File: src/rtl/slave_tx_fifo_pkg.sv
package slave_tx_fifo_pkg;

  // Strobes from control to datapath
  typedef struct packed {
    logic push;
    logic pop;
    logic clear;
  } fifoCmd_t;

  // Bit positions in the per-event flush-disable vector
  typedef enum logic [1:0] {
    EVT_GCALL   = 2'd0,
    EVT_WRMATCH = 2'd1,
    EVT_RDMATCH = 2'd2,
    EVT_NACK    = 2'd3
  } flushEvt_e;

  localparam int unsigned NUM_EVT = 4;

endpackage

File: src/rtl/slave_tx_fifo_data.sv
module slave_tx_fifo_data
  import slave_tx_fifo_pkg::*;
#(
  parameter int unsigned DATA_W = 8,
  parameter int unsigned DEPTH  = 8,
  localparam int unsigned PTR_W = (DEPTH > 1) ? $clog2(DEPTH) : 1,
  localparam int unsigned LVL_W = $clog2(DEPTH + 1)
) (
  input  logic              clk,
  input  logic              rst_n,
  input  fifoCmd_t          cmd,
  input  logic [DATA_W-1:0] wrData,
  output logic [DATA_W-1:0] headData,
  output logic [LVL_W-1:0]  count
);

  localparam logic [PTR_W-1:0] LAST_PTR = PTR_W'(DEPTH - 1);

  logic [DATA_W-1:0] store [DEPTH];
  logic [PTR_W-1:0]  wrPtr, rdPtr;
  logic [PTR_W-1:0]  wrPtrNext, rdPtrNext;

  // Wrap that works for any depth, not just powers of two
  assign wrPtrNext = (wrPtr == LAST_PTR) ? '0 : wrPtr + 1'b1;
  assign rdPtrNext = (rdPtr == LAST_PTR) ? '0 : rdPtr + 1'b1;

  always_ff @(posedge clk) begin
    if (cmd.push && !cmd.clear) begin
      store[wrPtr] <= wrData;
    end
  end

  always_ff @(posedge clk or negedge rst_n) begin
    if (!rst_n) begin
      wrPtr <= '0;
      rdPtr <= '0;
      count <= '0;
    end else if (cmd.clear) begin
      wrPtr <= '0;
      rdPtr <= '0;
      count <= '0;
    end else begin
      if (cmd.push) wrPtr <= wrPtrNext;
      if (cmd.pop)  rdPtr <= rdPtrNext;
      case ({cmd.push, cmd.pop})
        2'b10:   count <= count + 1'b1;
        2'b01:   count <= count - 1'b1;
        default: count <= count;
      endcase
    end
  end

  assign headData = store[rdPtr];

endmodule

File: src/rtl/slave_tx_fifo_ctrl.sv
module slave_tx_fifo_ctrl
  import slave_tx_fifo_pkg::*;
#(
  parameter int unsigned DEPTH  = 8,
  localparam int unsigned LVL_W = $clog2(DEPTH + 1)
) (
  input  logic               clk,
  input  logic               rst_n,
  input  logic               cfgPreload,
  input  logic               cfgManualReady,
  input  logic               swReadyIn,
  input  logic [NUM_EVT-1:0] cfgFlushDis,
  input  logic [LVL_W-1:0]   thresh,
  input  logic               wrEn,
  input  logic               flushReq,
  input  logic               lockClr,
  input  logic               undClr,
  input  logic               shReq,
  input  logic               firstBit,
  input  logic               mstNack,
  input  logic               gcMatch,
  input  logic               wrMatch,
  input  logic               rdMatch,
  input  logic [LVL_W-1:0]   count,
  output fifoCmd_t           cmd,
  output logic               empty,
  output logic               full,
  output logic               flushPending,
  output logic               txReady,
  output logic               preloadRdy,
  output logic               irqThresh,
  output logic               irqUnder,
  output logic               irqLock
);

  localparam logic [LVL_W-1:0] FULL_LVL = LVL_W'(DEPTH);

  logic [NUM_EVT-1:0] evtIn;
  logic [NUM_EVT-1:0] evtFire;
  logic               autoFlush;
  logic               anyMatch;
  logic               nackSeen;
  logic               underHit;

  assign evtIn[EVT_GCALL]   = gcMatch;
  assign evtIn[EVT_WRMATCH] = wrMatch;
  assign evtIn[EVT_RDMATCH] = rdMatch;
  assign evtIn[EVT_NACK]    = mstNack;

  // Per-event gating: the disable bit always applies; preload mode also
  // shields the contents from the three address-phase events.
  for (genvar g = 0; g < NUM_EVT; g++) begin : g_evt
    if (g == int'(EVT_NACK)) begin : g_nack
      assign evtFire[g] = evtIn[g] & ~cfgFlushDis[g];
    end else begin : g_match
      assign evtFire[g] = evtIn[g] & ~cfgFlushDis[g] & ~cfgPreload;
    end
  end

  assign autoFlush = |evtFire;
  assign anyMatch  = gcMatch | wrMatch | rdMatch;

  assign empty = (count == '0);
  assign full  = (count == FULL_LVL);

  // Datapath strobes; a clear of either kind overrides push and pop
  always_comb begin
    cmd.clear = autoFlush | flushPending;
    cmd.push  = wrEn & ~full & ~irqLock & ~cmd.clear;
    cmd.pop   = shReq & ~empty & ~cmd.clear;
  end

  // Manual flush: visible for one cycle, then self-clearing
  always_ff @(posedge clk or negedge rst_n) begin
    if (!rst_n) flushPending <= 1'b0;
    else        flushPending <= flushReq & ~flushPending;
  end

  // Lockout flag: set wins over clear
  always_ff @(posedge clk or negedge rst_n) begin
    if (!rst_n)         irqLock <= 1'b0;
    else if (autoFlush) irqLock <= 1'b1;
    else if (lockClr)   irqLock <= 1'b0;
  end

  // Tracks whether the master has ended the current read with a NACK
  always_ff @(posedge clk or negedge rst_n) begin
    if (!rst_n)        nackSeen <= 1'b0;
    else if (mstNack)  nackSeen <= 1'b1;
    else if (anyMatch) nackSeen <= 1'b0;
  end

  assign underHit = firstBit & empty & ~nackSeen & ~mstNack;

  always_ff @(posedge clk or negedge rst_n) begin
    if (!rst_n)        irqUnder <= 1'b0;
    else if (underHit) irqUnder <= 1'b1;
    else if (undClr)   irqUnder <= 1'b0;
  end

  assign irqThresh  = (count <= thresh);
  assign preloadRdy = cfgPreload & ~empty & ~irqLock;
  assign txReady    = cfgManualReady ? swReadyIn : (~empty & ~irqLock);

endmodule

File: src/rtl/slave_tx_fifo.sv
module slave_tx_fifo
  import slave_tx_fifo_pkg::*;
#(
  parameter int unsigned DATA_W = 8,
  parameter int unsigned DEPTH  = 8,
  localparam int unsigned LVL_W = $clog2(DEPTH + 1)
) (
  input  logic              clk,
  input  logic              rst_n,
  input  logic              cfgPreload,
  input  logic              cfgManualReady,
  input  logic              swReadyIn,
  input  logic [3:0]        cfgFlushDis,
  input  logic [LVL_W-1:0]  thresh,
  input  logic              wrEn,
  input  logic [DATA_W-1:0] wrData,
  input  logic              flushReq,
  input  logic              lockClr,
  input  logic              undClr,
  input  logic              shReq,
  input  logic              firstBit,
  input  logic              mstNack,
  input  logic              gcMatch,
  input  logic              wrMatch,
  input  logic              rdMatch,
  output logic [DATA_W-1:0] shData,
  output logic [LVL_W-1:0]  level,
  output logic              empty,
  output logic              full,
  output logic              flushPending,
  output logic              txReady,
  output logic              preloadRdy,
  output logic              irqThresh,
  output logic              irqUnder,
  output logic              irqLock
);

  fifoCmd_t cmd;

  slave_tx_fifo_ctrl #(.DEPTH(DEPTH)) u_ctrl (
    .clk            (clk),
    .rst_n          (rst_n),
    .cfgPreload     (cfgPreload),
    .cfgManualReady (cfgManualReady),
    .swReadyIn      (swReadyIn),
    .cfgFlushDis    (cfgFlushDis),
    .thresh         (thresh),
    .wrEn           (wrEn),
    .flushReq       (flushReq),
    .lockClr        (lockClr),
    .undClr         (undClr),
    .shReq          (shReq),
    .firstBit       (firstBit),
    .mstNack        (mstNack),
    .gcMatch        (gcMatch),
    .wrMatch        (wrMatch),
    .rdMatch        (rdMatch),
    .count          (level),
    .cmd            (cmd),
    .empty          (empty),
    .full           (full),
    .flushPending   (flushPending),
    .txReady        (txReady),
    .preloadRdy     (preloadRdy),
    .irqThresh      (irqThresh),
    .irqUnder       (irqUnder),
    .irqLock        (irqLock)
  );

  slave_tx_fifo_data #(.DATA_W(DATA_W), .DEPTH(DEPTH)) u_data (
    .clk      (clk),
    .rst_n    (rst_n),
    .cmd      (cmd),
    .wrData   (wrData),
    .headData (shData),
    .count    (level)
  );

endmodule

File: config.mk
export PLATFORM = sky130hd
export DESIGN_NAME = slave_tx_fifo
export DESIGN_NICKNAME = d
export VERILOG_FILES = /design/src/rtl/slave_tx_fifo_pkg.sv /design/src/rtl/slave_tx_fifo_data.sv /design/src/rtl/slave_tx_fifo_ctrl.sv /design/src/rtl/slave_tx_fifo.sv
export SDC_FILE = /design/constraint.sdc
export NUM_CORES = 1
export LEC_CHECK = 0
export ABC_AREA = 1
export BUFFER_PORTS_ARGS = -buffer_cell sky130_fd_sc_hd__buf_2
export CAP_MARGIN = 20
export CORE_AREA = 4 4 95 97
export CTS_CLUSTER_SIZE = 25
export DETAILED_ROUTE_END_ITERATION = 12
export DIE_AREA = 0 0 99 101
export REMOVE_ABC_BUFFERS = 1
export SETUP_SLACK_MARGIN = 0.05
export SYNTH_ARGS = -nofsm -noshare
export SYNTH_HDL_FRONTEND = slang
export SYNTH_SLANG_ARGS = --single-unit
File: constraint.sdc
create_clock -name clk -period 2.33 [get_ports clk]
set_input_delay 0.5825 -clock clk [delete_from_list [all_inputs] [get_ports clk]]
set_output_delay 0.5825 -clock clk [all_outputs]
set_load 0.01 [all_outputs]
==> flow_results.org, run 1 <==
** Power
- The share of total power dissipated in combinational logic is 0.137.
- For this design the total switching power over the nets is 0.713 mW.
- Register share of total power :: 0.557
- Across the VDD grid, the largest voltage drop is 0.000336 V.
- LEAKAGE :: 1.80 nW
- Internal Power :: 2.06 mW
- Power density over the cells :: 641 mW/mm²
- Clock network fraction of total power :: 0.305
- Switching power share of the total :: 0.257

** Synthesis
- The complex-gate fraction of the synthesized area came to 0.0920.
- In the post-synthesis netlist, the biggest area contributors are sky130_fd_sc_hd__edfxtp_1 54%, sky130_fd_sc_hd__dfrtp_1 9.8%, sky130_fd_sc_hd__nor2_1 6.4%.
- In this run the mean area of a mapped cell was 11.0 µm².
- The synthesized netlist occupies a cell area of 0.00356 mm².
- The share of synthesized area in the top cell type comes to 0.539.
- The synthesized design contains 64 enable-type register cells.
- Synth area leader :: sky130_fd_sc_hd__edfxtp_1
- Among all flip-flop cells after synthesis, the most frequent one is sky130_fd_sc_hd__edfxtp_1.
- During synthesis, Yosys emitted a total of 0 warnings.
- Leading cell type by number of instances after synthesis :: sky130_fd_sc_hd__edfxtp_1
- Commonest cells in the synthesized netlist :: 64 x sky130_fd_sc_hd__edfxtp_1, 61 x sky130_fd_sc_hd__nor2_1, 58 x sky130_fd_sc_hd__nand2_1, 25 x sky130_fd_sc_hd__inv_1, 22 x sky130_fd_sc_hd__o21ai_0
- Synthesis inferred 78 register bits.
- Combinational family with the most area after synthesis :: simple AND/OR/NAND/NOR gates
- Synth Area in Adders :: 0.0407
- In the synthesized netlist the async set-or-reset flop fraction comes to 0.179.
- Distinct cells, synth :: 33
- After synthesis, the share of cell area in mux cells is 0.
- Of the total synthesized cell area, the portion taken by XOR and XNOR cells is 0.00246.
- Of the total synthesized cell area, the portion taken by AND, OR, NAND and NOR gates is 0.184.
- For this run, the register share of the synthesized area comes to 0.637.
- Post-synthesis cell count :: 323

** Floorplan
- Width of the die :: 99 µm
- Die outline area :: roughly 0.010 mm²
- The initial utilization of the core area, before any placement, comes to 0.438.
- For this design the top-level I/O count stands at 51.
- Row generation in the floorplan step produced 33 rows.
- The total area inside the core boundary comes to just over 0.008 mm².
- From bottom edge to top edge, the die measures 101 µm.

** Timing
- The clock arrives with ~8.6 ps of skew.
- Final worst path period share :: 0.948
- Setup violations, final :: 0
- Setup repair after global routing could not meet its margin everywhere.
- Number of failing hold endpoints at the final stage :: 0
- Clock period minus final worst setup slack :: 2210 ps
- Slew at the pin closest to its max-slew limit :: 359 ps
- Worst max-slew margin expressed relative to the limit :: 0.760
- The number of pins exceeding their max-slew limit in the final report was 0.
- On the final layout, the worst hold slack is 139 ps.
- For this run, the top clock speed supported by timing is ~450 MHz.
- Adding up every negative setup slack in the final design gives 0 ps.

** GRT
- Initial antenna violation count :: 0
- Maximum number of pins on one net before global-route repair :: 24
- For this run, the total global-route usage over all layers was measured as 0.156.
- Number of global-route vias before repair :: 2481
- Remaining Overflow, GRT :: 0
- The first global-routing pass estimated 12000 µm of wire.

** Clocking
- In this run the clock root is driven by a sky130_fd_sc_hd__clkbuf_8.
- Counting the buffers created by CTS gives 9.
- CTS H-tree depth :: 3
- No sink is reached through more buffers than the 2 on the longest clock path.
- TritonCTS clock tree :: built
- Clock slew seen by the registers of the worst setup and hold paths :: about 80 ps
- For the worst-skew pair, the clock arrives at the later sink with an insertion delay of 340 ps.
- After clock tree synthesis, the flow added hold-fix buffers numbering 0.
- Buffers inserted during post-CTS setup optimization :: 0
- CTS saw 78 sinks.

** Route
- Across all layers, the routed design uses 2539 vias.
- Wires add up to 7410 µm.
- After the first detailed-routing iteration, the DRC count stood at 121.
- The count of nets left with antenna violations once routing finished came out at 0.
- Number of remaining DRC errors :: 0
- First-pass iteration count of the detailed router :: 4
- Dividing the detail-routed wire length by the instance count gives roughly 15 µm.
- In the routed layout, each cell is associated on average with a via count of 5.05.

** Setup path
- Crit Path Class :: reg2out
- Of all nets on the critical path, the largest fanout is 12.
- Critical register-to-register path endpoint :: u_data.count[3]$_DFFE_PN0P_
- Measured in cells, the most critical reg-to-reg path has a length of 15.
- CP arrival :: 1630 ps
- The worst register-to-register path has a setup slack of 260 ps.
- Worst r2r src :: u_data.count[3]$_DFFE_PN0P_
- STA classifies the critical path endpoint as a primary output.
- The worst setup path is launched from a flop.
- For the worst setup path, the data required time is 1750 ps.

** Finish
- Of the cells placed in the final design, the portion with a size suffix greater than 1 is 0.299.
- The multi-input combinational cells in the finished layout cover a total of roughly 0.0012 mm².
- The net count of the finished layout is 435.
- Excluding fillers, the count of instances in the completed layout stands at 503.
- Registers take 0.00228 mm².
- The filler cells instantiated in the layout total 708.
- Signed area change from the synthesized netlist to the final layout :: 21.3%
- Once layout is complete, the utilization of the core stands at 0.531.
- Antenna cell count :: 0

** Placed design
- The count of buffers added on input and output ports is 50.
- Estimated wirelength of the detail-placed design :: 5070 µm
- Cell total after placement :: between 400 and 500
- Placer congestion estimate :: about 0.8

** Flow run
- Max capacitance violation total :: 0

** Hold path
- Worst min path class :: in2async

** Run status
- Outcome :: finished clean
-- worst max-delay path: stages (launching register included) --
cell	delay (ps)
sky130_fd_sc_hd__dfrtp_2	420
sky130_fd_sc_hd__buf_4	210
sky130_fd_sc_hd__nor2_1	60
sky130_fd_sc_hd__o32ai_1	280
sky130_fd_sc_hd__nand2_1	80
sky130_fd_sc_hd__nand2_1	100
sky130_fd_sc_hd__buf_2	130
-- registers in the layout (all words and copies together) (netlist names) --
name / flops
u_ctrl.flushPending: 1
u_data.rdPtr: 3
u_data.wrPtr: 3
u_ctrl.nackSeen: 1
u_data.store: 64
u_data.count: 4
u_ctrl.irqUnder: 1
u_ctrl.irqLock: 1
-- power groups by stage --
stage | combinational, mW | sequential [mW] | clock, mW
after global routing | 0.428 | 1.55 | 0.938
after detailed placement | 0.359 | 1.57 | 0
after floorplan | 0.186 | 1.59 | 0
after global placement | 0.352 | 1.57 | 0
final | 0.381 | 1.54 | 0.847
after CTS | 0.360 | 1.54 | 0.877
-- layout by cell type (no fill, tap or decap), drive strengths merged --
master	Yosys	routed
o21ai	25	25
nor3	2	2
ha	10	10
edfxtp	64	64
fa	1	1
nand3b	2	2
xnor2	1	1
o41ai	1	1
clkinv	0	5
nor2	66	66
o22ai	2	2
or2	1	1
inv	28	28
o21bai	1	1
clkinvlp	0	2
clkbuf	5	9
buf	6	70
o32ai	16	16
nand4	2	2
a21oi	4	4
nand2	64	64
dfrtp	14	14
nand3	8	8
-- through the flow --
| stage | total power [mW] | worst slack, ps | instance area, µm² |
|---|---|---|---|
| 4_1_cts | 2.78 | 50.5 | 4220 |
| 3_3_place_gp | 1.92 | 88.2 | 4060 |
| 2_1_floorplan | 1.78 | 18.5 | 3510 |
| 6_report | 2.77 | 121 | 4320 |
| 5_1_grt | 2.91 | 18.2 | 4320 |
| 3_5_place_dp | 1.93 | 9.63 | 4060 |
-- area by class of cell --
cell class,instances,area share
clock buffer,9,0.0287
multi-input combinational,206,0.276
timing repair buffer,70,0.104
inverter,28,0.0249
clock inverter,7,0.00955
sequential,78,0.526
tap,105,0.0304
-- what timing repair did --
action                                  4_1_cts  5_1_grt
hold endpoints to repair                      0        0
endpoints found under the setup margin        0       10
resized for setup                             0       22
-- routing by layer --
metal | vias up | routed length (µm) | track usage
met3 | 11 | 396 | 0.0291
li1 | 1260 | - | -
met5 | - | 0 | 0
met4 | 0 | 104 | 0.0546
met1 | 1193 | 3210 | 0.205
met2 | 75 | 3690 | 0.261
-- how the worst max path moves through the flow --
stage,startpoint,slack [ps],to
5_1_grt,u_data.rdPtr[0]$_DFFE_PN0P_,20,shData[4]
3_3_place_gp,cfgPreload,90,u_data.count[3]$_DFFE_PN0P_
2_1_floorplan,u_data.rdPtr[0]$_DFFE_PN0P_,20,shData[0]
4_1_cts,u_data.rdPtr[0]$_DFFE_PN0P_,50,shData[4]
6_report,u_data.rdPtr[0]$_DFFE_PN0P_,120,shData[4]
3_5_place_dp,cfgPreload,10,u_data.count[3]$_DFFE_PN0P_
-- logic make-up after synthesis --
family,Yosys count
adders and majority gates,11
AOI/OAI and AO/OA,49
buffers and inverters,39
xor gates and xnor gates,1
DFF,78
and+or+nand+nor,145
(Power assumes the default switching activity.)
==> run 2: changes to the inputs <==
--- a/config.mk
+++ b/config.mk
@@ -11,3 +11,3 @@
 export CORE_AREA = 4 4 95 97
-export CTS_CLUSTER_SIZE = 25
+export CTS_CLUSTER_SIZE = 8
 export DETAILED_ROUTE_END_ITERATION = 12
==> constraint.sdc (replaced) <==
create_clock -name clk -period 2.33 [get_ports clk]
set_input_delay 0.3495 -clock clk [delete_from_list [all_inputs] [get_ports clk]]
set_output_delay 0.3495 -clock clk [all_outputs]
set_load 0.01 [all_outputs]
==> flow_results.org, run 2 (same netlist as run 1, synthesis figures left out) <==
** Run status
- Outcome :: finished clean

** Setup path
- The endpoint identified for the worst register-to-register timing path is u_data.count[3]$_DFFE_PN0P_.
- Critical path startpoint category :: flop
- Cell type with the highest occurrence count on the critical path :: sky130_fd_sc_hd__nand2_1
- The worst setup path is captured at a primary output.
- The arrival time reported for the critical path endpoint was 1760 ps (+130 ps).
- Worst r2r src :: u_data.count[2]$_DFFE_PN0P_
- CP max stage cell :: sky130_fd_sc_hd__dfrtp_1
- Largest incremental delay on the critical path :: 380 ps (-40 ps)
- Capturing element of the worst setup path :: shData[7]
- The critical path data required time is 1980 ps (+230 ps).
- Crit Path Class :: reg2out
- Crit Path Max Fanout :: 28 (+16)
- Traced cell by cell, the critical path runs through inv_1 > buf_6 > nor2_1 > o32ai_1 > nand2_1 > nand2_1 > buf_2.
- The worst-case register-to-register setup slack came to 270 ps (about the same).
- Critical path launch point :: u_data.rdPtr[0]$_DFFE_PN0P_
- Number of cell instances on the worst register-to-register path :: 15 (unchanged)

** Route
- The routed length per instance is 14.9 µm (+1.4%).
- Antenna Nets Post-Route :: 0 (unchanged)
- The DRC violation count after routing came to 0 (unchanged).
- Final wirelength :: 7450 µm (+0.62%)
- DRC marker count from the first detailed-route iteration :: 86 (-29%)
- The detail-routed via count per cell came to 5.04 (about the same).
- Detailed-route via count :: 2517 (-0.87%)
- The detailed-routing iteration count for the pre-antenna-repair pass is 4 (unchanged).

** Finish
- The library cell used most frequently in the layout, excluding fill and tap cells, is sky130_fd_sc_hd__edfxtp_1.
- The filler cell count came to 726 (+2.5%).
- The ratio of cells with drive above 1 in the final layout is 0.277 (-0.0223).
- More flip-flops sit in one register than any other, and that register is u_data.store.
- The number of flip-flops under the largest register name came to 64 (unchanged).
- The combined area of the multi-input logic cells was 0.00115 mm² (-3.6%).
- Final #Nets :: 431 (-0.92%)
- The largest registers in the layout are u_data.store: 64 flops, u_data.count: 4 flops.
- Signed area change from the synthesized netlist to the final layout :: 18.6%
- Register area :: 0.00227 mm² (about the same)
- In the layout the commonest cells are 64 x sky130_fd_sc_hd__edfxtp_1, 61 x sky130_fd_sc_hd__nor2_1, 58 x sky130_fd_sc_hd__nand2_1.
- Antenna cell count :: 0 (unchanged)

** Flow run
- Max capacitance violation total :: 0 (unchanged)

** Timing
- Worst max-slew margin expressed relative to the limit :: 0.743 (-0.0171)
- The final period demand of the worst path is 2110 ps (-101 ps).
- The portion of the clock cycle consumed by the worst path in the final layout came to 0.905 (-0.0435).
- The measured slew at the worst slew-check pin was 385 ps (+25.7 ps).
- Setup violations, final :: 0 (unchanged)
- The final worst hold slack is 178 ps (+38.4 ps).
- Number of failing hold endpoints at the final stage :: 0 (unchanged)
- Setup repair after global routing missed its margin :: no
- The total negative slack for setup checks was 0 ps (unchanged).
- The worst setup skew after layout was 6.75 ps (-1.81 ps).
- Max Clock Freq :: 474 MHz (+4.8%)
- Final Max Slew Viols :: 0 (unchanged)

** Placed design
- Estimated wirelength of the detail-placed design :: 4890 µm (-3.7%)
- The weighted congestion reported at the end of routability-driven placement is 0.816 (+0.79%).
- The count of input and output buffers came to 50 (unchanged).

** GRT
- Wire length of the first global-routing pass :: 12200 µm (+1.5%)
- Initial antenna violation count :: 0 (unchanged)
- The global routing usage on met3 came to 0.0353 (+0.00623).
- Remaining Overflow, GRT :: 0 (unchanged)
- GRT met1 Usage :: 0.193 (-0.0129)
- Maximum number of pins on one net before global-route repair :: 36 (+50%)
- Number of global-route vias before repair :: 2547 (+2.7%)
- Global Route met2 Usage :: 0.273 (+0.0124)
- Most used routing layer :: met2
- The global routing usage summed across all routing layers was 0.160 (+0.00334).

** Floorplan
- Core area :: 0.00813 mm² (unchanged)
- Count of pins on the block boundary :: 51 (unchanged)
- The starting density of the core was 0.438 (unchanged).
- Cell Rows :: 33 (unchanged)
- Width of the die :: 99 µm (unchanged)
- Vert. Die Dim :: 101 µm (unchanged)
- Die outline area :: 0.0100 mm² (unchanged)

** Clocking
- The total CTS buffers came to 9 (unchanged).
- CTS H-tree depth :: 3 (unchanged)
- The clock transition at the register clock pins on the worst setup and hold paths after CTS is 80 ps (about the same).
- The tree is rooted in a sky130_fd_sc_hd__clkbuf_8.
- TritonCTS clock tree :: built
- Longest Clk Path Bufs :: 2 (unchanged)
- Worst-Skew Late Latency :: 340 ps (about the same)
- Clock sink count :: 78 (unchanged)

** Hold path
- Worst min path class :: in2reg

** Power
- Worst VDD drop :: 0.000312 V (-7.2%)
- Power density over the cells :: 676 mW/mm² (+5.4%)
- LEAKAGE :: 1.77 nW (-1.7%)
## run 2: changes by cell type in the layout (fill, tap and decap cells not counted), sizes merged
cell and delta:
dlygate4sd3 +1, buf -5, bufinv +1, clkinv -1
## run 2: what timing repair did
item,in CTS,in global routing
setup endpoints to repair,0,5
endpoints found under the hold margin,14,0
resized for setup,0,6
buffers inserted,0,0
hold buffers,1,0
## run 2: worst min path at each step
| stage | start | endpoint | slack (ps) | cells after the start |
|---|---|---|---|---|
| 2_1_floorplan | rst_n | u_ctrl.flushPending$_DFF_PN0_ | 50 | 0 |
| 3_3_place_gp | rst_n | u_ctrl.irqLock$_DFFE_PN0P_ | 280 | 1 |
| 3_5_place_dp | rst_n | u_ctrl.irqLock$_DFFE_PN0P_ | 280 | 1 |
| 4_1_cts | lockClr | u_ctrl.irqLock$_DFFE_PN0P_ | 160 | 2 |
| 5_1_grt | lockClr | u_ctrl.irqLock$_DFFE_PN0P_ | 180 | 2 |
| 6_report | lockClr | u_ctrl.irqLock$_DFFE_PN0P_ | 180 | 2 |
## run 2: final cells by class
class / instances / share of cell area
Multi-Input combinational cell: 206 / 0.272
Sequential cell: 78 / 0.538
Tap cell: 105 / 0.0311
Clock inverter: 7 / 0.0154
Clock buffer: 9 / 0.0293
Inverter: 28 / 0.0249
Timing Repair Buffer: 66 / 0.0891
## run 2: where the power goes
part / switching [mW] / internal (mW)
Clock: 0.477 / 0.487
Sequential: 0.0142 / 1.53
Combinational: 0.218 / 0.133
Total: 0.710 / 2.15
## run 2: metal layers
metal,vias to the layer above,share of wire
met5,-,0
met4,0,0.011
met2,59,0.50
met1,1207,0.44
li1,1245,-
met3,6,0.049
## run 2: per-stage QoR
stage	area (µm²)	power, mW	cells	setup WS (ps)	utilization
finish	4230	2.86	499	222	0.520
CTS	4210	2.89	499	112	0.517
detailed placement	4010	1.92	482	160	0.493
global placement	4010	1.92	482	276	0.493
floorplan	3510	1.78	312	251	-
global route	4230	3.00	499	56.6	0.520
## run 2: critical path: cells and delay by family, from the launching register on
family / cells / cell delay [ps]
AND/OR/NAND/NOR: 3 / 260
flip-flops: 1 / 380
AO/OA/AOI/OAI: 1 / 240
buffers and inverters: 3 / 540
